<file path="config.mk">
export PLATFORM = sky130hd
export DESIGN_NAME = vsd_decoder
export DESIGN_NICKNAME = d
export VERILOG_FILES = /design/src/rtl/vsd_pkg.sv /design/src/rtl/vsd_preamble_seek.sv /design/src/rtl/vsd_code_check.sv /design/src/rtl/vsd_timing_track.sv /design/src/rtl/vsd_pixel_gate.sv /design/src/rtl/vsd_decoder.sv
export SDC_FILE = /design/constraint.sdc
export NUM_CORES = 1
export LEC_CHECK = 0
export BUFFER_PORTS_ARGS = -buffer_cell sky130_fd_sc_hd__buf_2
export CORE_ASPECT_RATIO = 1.5
export CORE_MARGIN = 3
export CORE_UTILIZATION = 30
export CTS_CLUSTER_DIAMETER = 40
export CTS_CLUSTER_SIZE = 30
export DETAILED_ROUTE_END_ITERATION = 8
export GPL_TIMING_DRIVEN = 0
export HOLD_SLACK_MARGIN = 0.06
export PLACE_DENSITY = 0.61
export SYNTH_ARGS = -nofsm -noshare
export SYNTH_HDL_FRONTEND = slang
export SYNTH_HIERARCHICAL = 1
export SYNTH_SLANG_ARGS = --single-unit
</file>
<file path="constraint.sdc">
create_clock -name clk -period 2.75 [get_ports clk]
set_clock_uncertainty 0.05 [all_clocks]
set_input_delay 0.6875 -clock clk [delete_from_list [all_inputs] [get_ports clk]]
set_output_delay 0.6875 -clock clk [all_outputs]
set_load 0.005 [all_outputs]
</file>
<file path="src/rtl/vsd_pkg.sv">
package vsd_pkg;

    localparam int VSD_DATA_W = 8;
    localparam int VSD_PROT_W = 4;

    typedef enum logic [1:0] {
        PRE_IDLE,
        PRE_ONES,
        PRE_ONES_Z,
        PRE_ONES_ZZ
    } pre_state_e;

    typedef struct packed {
        logic f;
        logic v;
        logic h;
    } vsd_flags_t;

    typedef struct packed {
        logic       valid;
        logic       err;
        vsd_flags_t flags;
    } vsd_code_t;

    function automatic logic [VSD_PROT_W-1:0] vsd_prot(input vsd_flags_t fl);
        vsd_prot = {fl.v ^ fl.h, fl.f ^ fl.h, fl.f ^ fl.v, fl.f ^ fl.v ^ fl.h};
    endfunction

endpackage

</file>
<file path="src/rtl/vsd_preamble_seek.sv">
module vsd_preamble_seek
    import vsd_pkg::*;
#(
    parameter int DATA_W = VSD_DATA_W
) (
    input  logic              clk,
    input  logic              rst,
    input  logic              byte_en,
    input  logic [DATA_W-1:0] byte_in,
    output logic              status_hit,
    output logic              ctrl_byte
);
    localparam logic [DATA_W-1:0] ONES  = '1;
    localparam logic [DATA_W-1:0] ZEROS = '0;

    pre_state_e state_q, state_d;
    logic       is_ones, is_zero;

    always_comb begin
        is_ones    = (byte_in == ONES);
        is_zero    = (byte_in == ZEROS);
        status_hit = byte_en && (state_q == PRE_ONES_ZZ);
        ctrl_byte  = byte_en && (is_ones || (state_q == PRE_ONES_ZZ) ||
                     (is_zero && ((state_q == PRE_ONES) || (state_q == PRE_ONES_Z))));
        state_d    = state_q;
        if (byte_en) begin
            unique case (state_q)
                PRE_ONES:   state_d = is_zero ? PRE_ONES_Z  : (is_ones ? PRE_ONES : PRE_IDLE);
                PRE_ONES_Z: state_d = is_zero ? PRE_ONES_ZZ : (is_ones ? PRE_ONES : PRE_IDLE);
                default:    state_d = is_ones ? PRE_ONES : PRE_IDLE;
            endcase
        end
    end

    always_ff @(posedge clk) begin
        if (rst) state_q <= PRE_IDLE;
        else     state_q <= state_d;
    end
endmodule

</file>
<file path="src/rtl/vsd_code_check.sv">
module vsd_code_check
    import vsd_pkg::*;
#(
    parameter int DATA_W = VSD_DATA_W
) (
    input  logic              status_hit,
    input  logic [DATA_W-1:0] byte_in,
    output vsd_code_t         code
);
    localparam int MARK_B = DATA_W - 1;
    localparam int F_B    = DATA_W - 2;
    localparam int V_B    = DATA_W - 3;
    localparam int H_B    = DATA_W - 4;

    vsd_flags_t           fl;
    logic [VSD_PROT_W-1:0] want;
    logic                 good;

    always_comb begin
        fl.f   = byte_in[F_B];
        fl.v   = byte_in[V_B];
        fl.h   = byte_in[H_B];
        want   = vsd_prot(fl);
        good   = byte_in[MARK_B] && (byte_in[VSD_PROT_W-1:0] == want);
        code.flags = fl;
        code.valid = status_hit && good;
        code.err   = status_hit && !good;
    end
endmodule

</file>
<file path="src/rtl/vsd_timing_track.sv">
module vsd_timing_track
    import vsd_pkg::*;
(
    input  logic      clk,
    input  logic      rst,
    input  logic      byte_en,
    input  vsd_code_t code,
    output logic      h_q,
    output logic      v_q,
    output logic      f_q,
    output logic      acq_q,
    output logic      begin_q,
    output logic      end_q,
    output logic      fchg_q,
    output logic      err_q
);
    logic take;

    always_comb take = byte_en && code.valid;

    always_ff @(posedge clk) begin
        if (rst) begin
            h_q     <= 1'b1;
            v_q     <= 1'b1;
            f_q     <= 1'b0;
            acq_q   <= 1'b0;
            begin_q <= 1'b0;
            end_q   <= 1'b0;
            fchg_q  <= 1'b0;
            err_q   <= 1'b0;
        end else begin
            begin_q <= take && h_q && !code.flags.h;
            end_q   <= take && !h_q && code.flags.h;
            fchg_q  <= take && (code.flags.f != f_q);
            err_q   <= byte_en && code.err;
            if (take) begin
                h_q   <= code.flags.h;
                f_q   <= code.flags.f;
                acq_q <= 1'b1;
                if (!acq_q || code.flags.h) v_q <= code.flags.v;
            end
        end
    end
endmodule

</file>
<file path="src/rtl/vsd_pixel_gate.sv">
module vsd_pixel_gate
    import vsd_pkg::*;
#(
    parameter int DATA_W = VSD_DATA_W
) (
    input  logic              clk,
    input  logic              rst,
    input  logic              byte_en,
    input  logic [DATA_W-1:0] byte_in,
    input  logic              ctrl_byte,
    input  logic              h_q,
    input  logic              v_q,
    output logic              stb_q,
    output logic [DATA_W-1:0] data_q
);
    always_ff @(posedge clk) begin
        if (rst) begin
            stb_q  <= 1'b0;
            data_q <= '0;
        end else begin
            stb_q <= byte_en && !ctrl_byte && !h_q && !v_q;
            if (byte_en) data_q <= byte_in;
        end
    end
endmodule

</file>
<file path="src/rtl/vsd_decoder.sv">
module vsd_decoder
    import vsd_pkg::*;
#(
    parameter int DATA_W = VSD_DATA_W
) (
    input  logic              clk,
    input  logic              rst,
    input  logic              byte_en,
    input  logic [DATA_W-1:0] byte_in,
    output logic              pix_stb,
    output logic [DATA_W-1:0] pix_byte,
    output logic              act_begin,
    output logic              act_end,
    output logic              field_begin,
    output logic              vblank,
    output logic              field_id,
    output logic              sync_err
);
    logic      status_hit, ctrl_byte;
    vsd_code_t code;
    logic      h_q, acquired;

    vsd_preamble_seek #(.DATA_W(DATA_W)) seek_i (
        .clk(clk), .rst(rst), .byte_en(byte_en), .byte_in(byte_in),
        .status_hit(status_hit), .ctrl_byte(ctrl_byte)
    );

    vsd_code_check #(.DATA_W(DATA_W)) check_i (
        .status_hit(status_hit), .byte_in(byte_in), .code(code)
    );

    vsd_timing_track track_i (
        .clk(clk), .rst(rst), .byte_en(byte_en), .code(code),
        .h_q(h_q), .v_q(vblank), .f_q(field_id), .acq_q(acquired),
        .begin_q(act_begin), .end_q(act_end), .fchg_q(field_begin), .err_q(sync_err)
    );

    vsd_pixel_gate #(.DATA_W(DATA_W)) gate_i (
        .clk(clk), .rst(rst), .byte_en(byte_en), .byte_in(byte_in),
        .ctrl_byte(ctrl_byte), .h_q(h_q), .v_q(vblank),
        .stb_q(pix_stb), .data_q(pix_byte)
    );
endmodule

</file>
Word level (Yosys, flattened, before mapping). Index checks and enable logic that the tools add are counted.

Flip-flop bits (word level): 19. Bits of input ports: 11. Output and inout bits: 15. Logic and storage cells: 53.

Equality and inequality tests: 6. Multiplexer cells: 4. Bitwise operators: 4. Reductions and logical operators: 28.

Operators with widths (count): 1-bit logical AND (16); 8-bit == test (second input constant) (1); 8-bit zero test (1); 1-bit zero test (6); 2-bit == test (second input constant) (2); 4-bit == test (1); 1-bit logical OR (4); 2-bit two-way mux (2); 2-bit case mux with 2 select lines (1); 1-bit bitwise XOR (4); 2-bit by 1-bit == test with 1-bit output (second input constant) (1); 2-bit AND reduction (1); 1-bit two-way mux (1); 1-bit inequality test (1).

Depth between registers and ports, before layout.
Word-level depth: 9. Mapped depth: 7. Depth with buffers taken out: 7.

By module. The synthesis kept the hierarchy.

By module, submodules not included: vsd_pixel_gate (times used 1, cells an instance 29, area each 327.8 um^2, seq. area each 180.2 um^2); vsd_timing_track (times used 1, cells an instance 28, area each 269.0 um^2, seq. area each 160.2 um^2); vsd_preamble_seek (times used 1, cells an instance 26, area each 206.4 um^2, seq. area each 40.0 um^2); vsd_code_check (times used 1, cells an instance 18, area each 135.1 um^2, seq. area each 0.0 um^2).

Least setup slack after synthesis. Ideal clock, no wire load.

Path type: input to register. Start point: input port byte_in[2]. End point: register track_i.h_q. Library setup time: 0.120 ns. Data arrival time: 1.746 ns. Data required time: 2.580 ns. Path slack: 0.834 ns. Cell stages on the path: 6. Path buffers: 0. Cells stage by stage: and2b_1 o31ai_1 nand4_1 nor2_1 nand2_2 a211o_1.

RTL lines: start, declared (line vsd_decoder.sv:9) `input logic [DATA_W-1:0] byte_in,`; end signal, assigned (line vsd_timing_track.sv:37) `h_q <= code.flags.h;`; end, declared (line vsd_timing_track.sv:8) `output logic h_q,`.

==> results.txt <==
The dominant combinational cell family by area after synthesis is simple AND/OR/NAND/NOR gates. The die area is slightly below 4000 sq um. The maximum clock frequency is ~500 MHz. The pin count of the biggest net entering global routing came out at 12. The number of gates resized after CTS is 0. The remaining antenna violation count is 0. The arithmetic-cell share of the synthesized area counting full adders, half adders and majority gates is roughly 4.0%. The half-perimeter wire length of the detailed placement result came out at roughly 1.6 mm. The number of H-tree levels is 1. Measured against its own limit, the worst slew margin works out to 80.0%. Summed over all cells, the static leakage comes to 0.000509 uW.

The total grt overflow is 0. The total negative slack is 0 ps. The number of antenna violations at the first check in global routing came out at 0. The share of the clock period used by the worst path after layout is 73.3%. The boundary pin count came out at 26. The number of buffers between clock root and the deepest sink came out at 2. The relative area change from synthesis to final layout came out at 23.5%.

The biggest fanout along the worst timing path came out at 9. The number of optimization iterations in the first detailed-route pass came out at 4. The core region area came out at around 2900 sq um.

The synthesized area came out at ~940 sq um. The worst-case vdd ir drop is 0.000222 V. Setup violations remaining at the end of the flow were counted as 0. The number of clock buffers inserted by TritonCTS is 3. The part of the Yosys area used for sequential elements is slightly above 40%. The weighted congestion reported at the end of routability-driven placement came out at ~0.7.

Clock-pin slew was measured on the worst setup and hold paths at 70 ps. The number of clock sinks is 19. The number of synthesis warnings came out at 6. Summing the areas of all compound-gate instances in the mapped netlist gives 8.40% of the synthesized area. The number of antenna diodes in the final layout is 0. The worst setup path is captured at a flop.

The kind of critical path is input pin to flop. The required time at the endpoint of the critical path is 2880 ps. The arrival time at the worst endpoint is around 2200 ps. The max-capacitance violation count came out at 0. The count of unresolved DRC violations after routing is 0. The total vias in the final route came out at around 780. The run finished with clean final reports.

The mean routed wirelength per cell is 11.8 um. After floorplanning, the core was divided into 24 placement rows. The synthesized instance count is between 100 and 150.

The unique cell type count in the Yosys netlist came out at 31. The total track usage is around 11%. In the routed layout, each cell is associated on average with a via count of around 4.6. The layout net count came out at 145. Of the total synthesized cell area, the portion taken by AND, OR, NAND and NOR gates is around 24%.

The completed layout was analyzed and its total power is 544 uW. The number of slew-limit violations in the final report was 0. The number of endpoints with negative hold slack in the final report is 0. The smallest clock period supported by the final layout is computed as 2020 ps. The number of filler cells placed in the layout is 342. The clock root buffer master is clkbuf_8. The clock latency on the worst-skew pair came out at between 200 and 300 ps. Setup repair after global routing left no endpoint under its margin.

The average cell area after synthesis is about 9.3 sq um. The number of buffer cells added on primary ports came out at 25. The height of the die came out at roughly 75 um. At the end of the flow the core is filled with cells to slightly below 40%.

Synthesis produced a netlist with a net count of 115. TritonCTS built the clock tree. For this design the ratio of total power to cell area is 470 nW/um^2. The horizontal die dimension is between 50 and 60 um. The proportion of synthesized area in mux cells came out at a little over a tenth. The number of buffers inserted by hold repair at cts came out at 0.

The library cell used most frequently in the layout, excluding fill and tap cells, is buf_2. The post-detailed-routing wire length came out at 1.99 mm. In the layout the commonest cells are buf_2, dfxtp_1, nor2_1, mux2i_1, a21oi_1.

The number of design-rule violations left by the first detailed-router iteration came out at 18. In this run, synthesis produced a sequential element count of 19. The startpoint kind of the worst setup timing path is an input pin. The via count of the first global-routing pass came to around 750. The starting utilization of the core area came out at a little under a third. The worst hold path belongs to the class flop to flop. The xor/xnor share of the synthesized area is 5.60%. The post-CTS setup repair buffer count is 0. The wire length of the first global-routing pass is around 3.4 mm. For the pin with the worst max-slew slack, the measured transition is between 200 and 300 ps. The share of layout cells above drive strength 1 came out at between 30% and 40%. Final hold analysis gives a worst-case slack of ~430 ps.
==> cell families (layout without fill, tap and decap cells) <==
| logic type | Yosys count | after routing |
|---|---|---|
| simple gates | 41 | 41 |
| buf+inv | 10 | 39 |
| mux | 10 | 10 |
| xor+xnor | 6 | 6 |
| compound gates | 12 | 12 |
| fa+ha+maj | 3 | 3 |
| flops | 19 | 19 |
==> path summary, 6_finish.rpt <==
path                                   startpoint  slack, ps  depth (start not counted)             to
worst max-delay path                   byte_in[4]        730                          8    track_i/v_q
worst min-delay path                track_i/acq_q        430                          2  track_i/acq_q
worst min register to register      track_i/acq_q        430                          2  track_i/acq_q
worst max register to register  seek_i/state_q[0]       1020                          7   gate_i/stb_q
==> area by class of cell <==
cell class / count / area (sq um) / share of cell area (%)
tap: 39 / 48.8 / 4.21
multi-input combinational: 72 / 497 / 42.9
clock inverter: 1 / 5.00 / 0.432
sequential: 19 / 380 / 32.8
inverter: 4 / 15.0 / 1.30
clock buffer: 3 / 41.3 / 3.56
buffer: 6 / 46.3 / 4.00
timing repair buffer: 25 / 125 / 10.8
==> stage by stage <==
step	cells	area (sq um)	worst slack, ps
5_1_grt	169	1160	536
3_3_place_gp	165	1110	485
3_5_place_dp	165	1110	443
2_1_floorplan	101	938	834
4_1_cts	169	1160	708
6_report	169	1160	733
==> per-layer routing <==
| metal | GRT usage (%) | vias to the layer above | share of wire [%] |
|---|---|---|---|
| li1 | - | 403 | - |
| met4 | 3.50 | 0 | 0.55 |
| met1 | 14.0 | 360 | 44 |
| met2 | 20.1 | 16 | 52 |
| met5 | 0 | - | 0 |
| met3 | 1.80 | 2 | 4.3 |
==> state kept, by name (all words and copies together) (netlist names) <==
signal and cells:
gate_i/data_q 8, seek_i/state_q 2, gate_i/stb_q 1, track_i/acq_q 1, track_i/begin_q 1, track_i/end_q 1, track_i/err_q 1, track_i/f_q 1
track_i/fchg_q 1, track_i/h_q 1, track_i/v_q 1
==> worst max-delay path: stages <==
cell and delay, ps:
buf_2 210, xor2_1 200, mux2i_1 200, nand4_1 120, nor2_1 210, nand2_2 140, a21oi_1 170, mux2i_1 200
==> synth_stat cells <==
cell,count,area share (%)
or3_1,1,0.67
buf_2,1,0.53
ha_1,3,4.0
nand3_1,1,0.53
nand2b_1,3,2.0
a211o_1,1,0.93
a21oi_1,5,2.7
o221ai_1,1,0.93
o31ai_1,1,0.80
inv_1,4,1.6
nor2b_1,1,0.67
nor2_1,16,6.4
and2_1,3,2.0
nor4_2,3,4.0
mux2i_1,10,11
and2b_1,2,1.6
dfxtp_1,19,41
xor2_1,2,1.9
a21boi_1,1,0.80
buf_4,4,3.2
a211oi_1,1,0.80
buf_6,1,1.2
a32oi_1,1,0.93
nand2_2,1,0.67
xnor2_1,4,3.7
nand2_1,4,1.6
nor4_1,1,0.67
nor4b_1,1,0.93
nand4_1,3,2.0
nor3_1,1,0.53
o21ai_0,1,0.53
==> power by group <==
part	total (uW)	internal, uW	switching, uW
sequential	285	282	3.03
combinational	70.0	32.8	37.2
clock	189	100	89.0
Power figures use the tool's default switching activity.
